===== src/rtl/dmairq_pkg.sv =====
package dmairq_pkg;

    // Slot of a register inside one line's group of three addresses
    typedef enum logic [1:0] {
        SLOT_EN  = 2'd0,
        SLOT_FRC = 2'd1,
        SLOT_MSK = 2'd2
    } line_slot_e;

    localparam int RAW_ADDR   = 0;
    localparam int LINE_SPAN  = 3;

    // First address of line k's register group
    function automatic int line_base(input int k);
        return 1 + LINE_SPAN * k;
    endfunction

    // Address width needed to reach every register of n lines
    function automatic int addr_width(input int n);
        return (1 + LINE_SPAN * n) > 1 ? $clog2(1 + LINE_SPAN * n) : 1;
    endfunction

    // Write strobes decoded for one line
    typedef struct packed {
        logic en_we;
        logic frc_we;
        logic msk_hit;
    } line_wr_t;

endpackage


===== src/rtl/dmairq_decode.sv =====
module dmairq_decode
    import dmairq_pkg::*;
#(
    parameter int NUM_LINES = 2,
    parameter int ADDR_W    = 3
) (
    input  logic                       wr,
    input  logic [ADDR_W-1:0]          addr,
    output logic                       raw_hit,
    output line_wr_t [NUM_LINES-1:0]   line_wr,
    output logic                       clr_hit
);

    logic [NUM_LINES-1:0] msk_any;

    assign raw_hit = wr && (addr == ADDR_W'(RAW_ADDR));

    genvar k;
    generate
        for (k = 0; k < NUM_LINES; k++) begin : g_line
            assign line_wr[k].en_we   = wr && (addr == ADDR_W'(line_base(k) + int'(SLOT_EN)));
            assign line_wr[k].frc_we  = wr && (addr == ADDR_W'(line_base(k) + int'(SLOT_FRC)));
            assign line_wr[k].msk_hit = wr && (addr == ADDR_W'(line_base(k) + int'(SLOT_MSK)));
            assign msk_any[k]         = line_wr[k].msk_hit;
        end
    endgenerate

    // Raw bits are cleared by writes to raw or to any masked view
    assign clr_hit = raw_hit || (|msk_any);

endmodule


===== src/rtl/dmairq_raw.sv =====
module dmairq_raw #(
    parameter int NUM_CH = 16
) (
    input  logic              clk,
    input  logic              rst,
    input  logic [NUM_CH-1:0] done,
    input  logic [NUM_CH-1:0] quiet,
    input  logic              clr_hit,
    input  logic [NUM_CH-1:0] clr_bits,
    output logic [NUM_CH-1:0] raw_q
);

    logic [NUM_CH-1:0] post;
    logic [NUM_CH-1:0] clr;

    assign post = done & ~quiet;
    assign clr  = clr_hit ? clr_bits : '0;

    // Setting takes precedence over clearing on the same bit
    always_ff @(posedge clk) begin
        if (rst) raw_q <= '0;
        else     raw_q <= (raw_q & ~clr) | post;
    end

endmodule


===== src/rtl/dmairq_line.sv =====
module dmairq_line #(
    parameter int NUM_CH = 16
) (
    input  logic              clk,
    input  logic              rst,
    input  logic              en_we,
    input  logic              frc_we,
    input  logic [NUM_CH-1:0] wdata,
    input  logic [NUM_CH-1:0] raw,
    output logic [NUM_CH-1:0] en_q,
    output logic [NUM_CH-1:0] frc_q,
    output logic [NUM_CH-1:0] masked,
    output logic              irq
);

    always_ff @(posedge clk) begin
        if (rst) begin
            en_q  <= '0;
            frc_q <= '0;
        end else begin
            if (en_we)  en_q  <= wdata;
            if (frc_we) frc_q <= wdata;
        end
    end

    assign masked = (raw | frc_q) & en_q;
    assign irq    = |masked;

endmodule


===== src/rtl/dmairq_agg.sv =====
module dmairq_agg
    import dmairq_pkg::*;
#(
    parameter int NUM_CH    = 16,
    parameter int NUM_LINES = 2,
    parameter int ADDR_W    = addr_width(NUM_LINES)
) (
    input  logic                 clk,
    input  logic                 rst,
    input  logic [NUM_CH-1:0]    ch_done,
    input  logic [NUM_CH-1:0]    ch_quiet,
    input  logic                 bus_wr,
    input  logic [ADDR_W-1:0]    bus_addr,
    input  logic [NUM_CH-1:0]    bus_wdata,
    output logic [NUM_CH-1:0]    bus_rdata,
    output logic [NUM_LINES-1:0] irq_line
);

    logic                                raw_hit;
    logic                                clr_hit;
    line_wr_t [NUM_LINES-1:0]            line_wr;
    logic [NUM_CH-1:0]                   raw_q;
    logic [NUM_LINES-1:0][NUM_CH-1:0]    en_q;
    logic [NUM_LINES-1:0][NUM_CH-1:0]    frc_q;
    logic [NUM_LINES-1:0][NUM_CH-1:0]    masked;

    dmairq_decode #(.NUM_LINES(NUM_LINES), .ADDR_W(ADDR_W)) u_dec (
        .wr      (bus_wr),
        .addr    (bus_addr),
        .raw_hit (raw_hit),
        .line_wr (line_wr),
        .clr_hit (clr_hit)
    );

    dmairq_raw #(.NUM_CH(NUM_CH)) u_raw (
        .clk      (clk),
        .rst      (rst),
        .done     (ch_done),
        .quiet    (ch_quiet),
        .clr_hit  (clr_hit),
        .clr_bits (bus_wdata),
        .raw_q    (raw_q)
    );

    genvar k;
    generate
        for (k = 0; k < NUM_LINES; k++) begin : g_line
            dmairq_line #(.NUM_CH(NUM_CH)) u_line (
                .clk    (clk),
                .rst    (rst),
                .en_we  (line_wr[k].en_we),
                .frc_we (line_wr[k].frc_we),
                .wdata  (bus_wdata),
                .raw    (raw_q),
                .en_q   (en_q[k]),
                .frc_q  (frc_q[k]),
                .masked (masked[k]),
                .irq    (irq_line[k])
            );
        end
    endgenerate

    // Combinational read mux
    always_comb begin
        bus_rdata = '0;
        if (bus_addr == ADDR_W'(RAW_ADDR)) bus_rdata = raw_q;
        for (int j = 0; j < NUM_LINES; j++) begin
            if (bus_addr == ADDR_W'(line_base(j) + int'(SLOT_EN)))  bus_rdata = en_q[j];
            if (bus_addr == ADDR_W'(line_base(j) + int'(SLOT_FRC))) bus_rdata = frc_q[j];
            if (bus_addr == ADDR_W'(line_base(j) + int'(SLOT_MSK))) bus_rdata = masked[j];
        end
    end

endmodule


===== config.mk =====
export PLATFORM = sky130hd
export DESIGN_NAME = dmairq_agg
export DESIGN_NICKNAME = d
export VERILOG_FILES = /design/src/rtl/dmairq_pkg.sv /design/src/rtl/dmairq_decode.sv /design/src/rtl/dmairq_raw.sv /design/src/rtl/dmairq_line.sv /design/src/rtl/dmairq_agg.sv
export SDC_FILE = /design/constraint.sdc
export NUM_CORES = 1
export LEC_CHECK = 0
export ABC_AREA = 0
export CAP_MARGIN = 20
export CORE_MARGIN = 2
export CORE_UTILIZATION = 25
export CTS_BUF_LIST = sky130_fd_sc_hd__clkbuf_8
export CTS_CLUSTER_DIAMETER = 200
export DETAILED_ROUTE_END_ITERATION = 12
export HOLD_SLACK_MARGIN = 0.02
export PLACE_DENSITY = 0.47
export SLEW_MARGIN = 20
export SYNTH_ARGS = -nofsm -noshare
export SYNTH_HDL_FRONTEND = slang
export SYNTH_SLANG_ARGS = --single-unit

===== constraint.sdc =====
create_clock -name clk -period 2.49 [get_ports clk]
set_input_delay 0.498 -clock clk [delete_from_list [all_inputs] [get_ports clk]]
set_output_delay 0.498 -clock clk [all_outputs]
set_load 0.01 [all_outputs]

==> impl_metrics.tcl <==
set metrics [dict create \
    setup_violations 0 \
    worst_pin_slew_ns 0.478 \
    wire_per_inst_um 17.0 \
    rows 47 \
    fin_nets 713 \
    num_vias 4427 \
    yosysUniqueCellTypes 41 \
    io_buffers 71 \
    clockBufferDepth 2 \
    finalPower_mw 2.98 \
    ys_seq_elements 80 \
    synth_ff_type "dfxtp_1" \
    hp-class "reg2reg" \
    drc 0 \
    place_area_mm2 0.00554 \
    yosys.area.top_type "dfxtp_1" \
    drv_cap 0 \
    path_clk_slew_ns 0.08 \
    cellLeakagePower_nw 2.09 \
    hpwl_um 10900 \
    synth_common_cells "130 x nand2_1, 80 x dfxtp_1, 73 x a21oi_1" \
    cp.required_ns 1.99 \
    clk_latency_ns 0.36 \
    die_y_um 134 \
    power_density_mw_per_mm2 513 \
    ios 72 \
    finalNonFillerCells 884 \
    design_area_mm2 0.00580 \
    period_share_pct 97.3 \
    outcome "completed" \
    crit_fanout 7 \
    fin_util_pct 35.0 \
    critPathMaxStageDelay_ns 0.36 \
    clock.fmax_mhz 413 \
    routed_wl_um 15000 \
    synth_enable_flop_cells 0 \
    end_kind "output port" \
    drive_gt1_share_pct 20.0 \
    cts-root-buf "clkbuf_8" \
    chipWidth_um 134 \
    die_area_mm2 0.0181 \
    post-place-ws_ns -0.773 \
    cp-start-kind "input pin" \
    peakVddDrop_v 0.000227 \
    grt_max_degree 81 \
    syn_area_mm2 0.00425 \
    cts_max_level 3 \
    globalplace.congestion 0.881 \
    path_depth 7 \
    hold_buffers 0 \
    antenna_found_initial 0 \
    drtAntennaViolNets 0 \
    post-synth-top-count-cell "nand2_1" \
    dp_cells 868 \
    netlist.area_leader.share_pct 37.7 \
    tritoncts.num_buffers 9 \
    critical_path_buf_inv_count 4 \
    syn_area_per_cell_um2 7.61 \
    area_delta_synth_final_pct 36.4 \
    fin_skew_ns 0 \
    worstHoldPathCells 2 \
    grt_pass1_vias 4312 \
    rsz0062_at_grt "false" \
    grt_pass1_wl_um 23400 \
    r2r_cells 2 \
    dr.pass1.iters 5 \
    cp_top_family "buffers and inverters" \
    syn_inst 559 \
    seq_area_frac_synth_pct 37.7 \
    track_usage_pct 16.9 \
    cts_tree "yes" \
    viasPerCell 5.01 \
    slowest_stage "or3_1" \
    worst_slack_ns 0.0685 \
    slew_viol_final 0 \
    worstPathArrival_ns 1.92 \
    hold_viol_final 0 \
    coreArea_mm2 0.0166 \
    syn-num-nets 613 \
    worstPathCellList "clkdlybuf4s15_1, buf_6, inv_2, a211oi_1, or3_1, a21oi_2, dlygate4sd2_1" \
    cts_setup_buffers 0 \
    crit_type "in2out" \
    period_needed_ns 2.42 \
    synthTopCellsByArea "dfxtp_1 38%, nand2_1 11%, a21oi_1 8.6%" \
    start_util_pct 25.6 \
    overflow 0 \
    drt_iter0_drc 334 \
    ys_async_sr_fraction_pct 0 \
    slew_headroom_pct 67.7 \
    n_antenna_cell 0 \
    yosys_warnings 0 \
    cts_sinks 80 \
]
[cell usage in the layout (no fill, tap or decap), types with 3 or more instances in the layout]
master	count
nand2_1	130
dfxtp_1	80
a21oi_1	71
buf_4	53
clkdlybuf4s50_1	49
o21ai_0	32
o21ai_1	24
nand2b_1	22
inv_1	18
nor2_1	13
o221ai_1	13
clkbuf_8	13
a21oi_2	12
o21ai_2	11
a211o_1	9
o21a_1	8
o311ai_0	8
nand4_1	7
buf_12	7
nor2b_1	5
a221oi_2	5
clkdlybuf4s15_1	5
clkbuf_2	5
clkdlybuf4s15_2	5
nor3_1	4
or3_1	4
o211ai_1	4
o31ai_1	4
a222oi_1	4
dlygate4sd2_1	4
a211oi_1	3
o2bb2ai_1	3
a221oi_1	3
buf_6	3
[metrics by stage]
stage               hold WS (ns)  setup TNS (ns)
floorplan                  0.436               0
global placement           0.450          -13.22
detailed placement         0.456          -14.76
CTS                        0.468               0
global route               0.490               0
finish                     0.465               0
[worst paths after layout]
| check | from | to | slack (ns) |
|---|---|---|---|
| setup / recovery | bus_addr[1] | bus_rdata[12] | 0.07 |
| hold / removal | g_line[0].u_line.en_q[14]$_SDFFE_PP0P_ | g_line[0].u_line.en_q[14]$_SDFFE_PP0P_ | 0.46 |
| setup reg to reg | u_raw.raw_q[2]$_SDFF_PP0_ | u_raw.raw_q[2]$_SDFF_PP0_ | 1.67 |
| hold reg to reg | g_line[0].u_line.en_q[14]$_SDFFE_PP0P_ | g_line[0].u_line.en_q[14]$_SDFFE_PP0P_ | 0.46 |
[kinds of logic (layout without fill, tap and decap cells)]
| group | count (synthesis) | count (layout) | synth area share (%) |
|---|---|---|---|
| flip-flops | 80 | 80 | 37.7 |
| AND/OR/NAND/NOR | 198 | 198 | 21.7 |
| buffers and inverters | 64 | 169 | 7.62 |
| AO/OA/AOI/OAI | 217 | 217 | 33.0 |
[registers in the layout (all words and copies together) (netlist names)]
register / cells
g_line.u_line.en_q: 32
g_line.u_line.frc_q: 32
u_raw.raw_q: 16
[metal layers]
| metal | GRT usage [%] | routed length, um | vias up |
|---|---|---|---|
| li1 | - | - | 2180 |
| met1 | 22.7 | 7090 | 2093 |
| met2 | 26.6 | 6750 | 130 |
| met3 | 2.80 | 748 | 24 |
| met4 | 7.37 | 396 | 0 |
| met5 | 0 | 0 | - |
[where the power goes]
part / internal [mW] / leakage (nW) / switching (mW)
clock network: 0.568 / 0.117 / 0.480
registers: 1.32 / 0.650 / 0.0488
logic: 0.281 / 1.32 / 0.279
total: 2.17 / 2.09 / 0.808
[area by class of cell]
type	instances	area, um^2
fillers	1769	10800
multi-input cells	415	2380
flip-flops and latches	80	1600
repair buffers	134	1250
well taps	220	275
clock buffers	13	179
inverters	19	75.1
clock inverters	3	38.8
[worst register-to-register path: stages (launching register included)]
cell and delay [ns]:
dfxtp_1 0.48, o21ai_0 0.14, a21oi_1 0.15
[timing repair]
action,CTS,global route
gates resized for setup,71,22
gates cloned,0,0
pin swaps,3,5
setup endpoints to repair,18,12
Note: power is estimated with default switching activity, not from simulation.
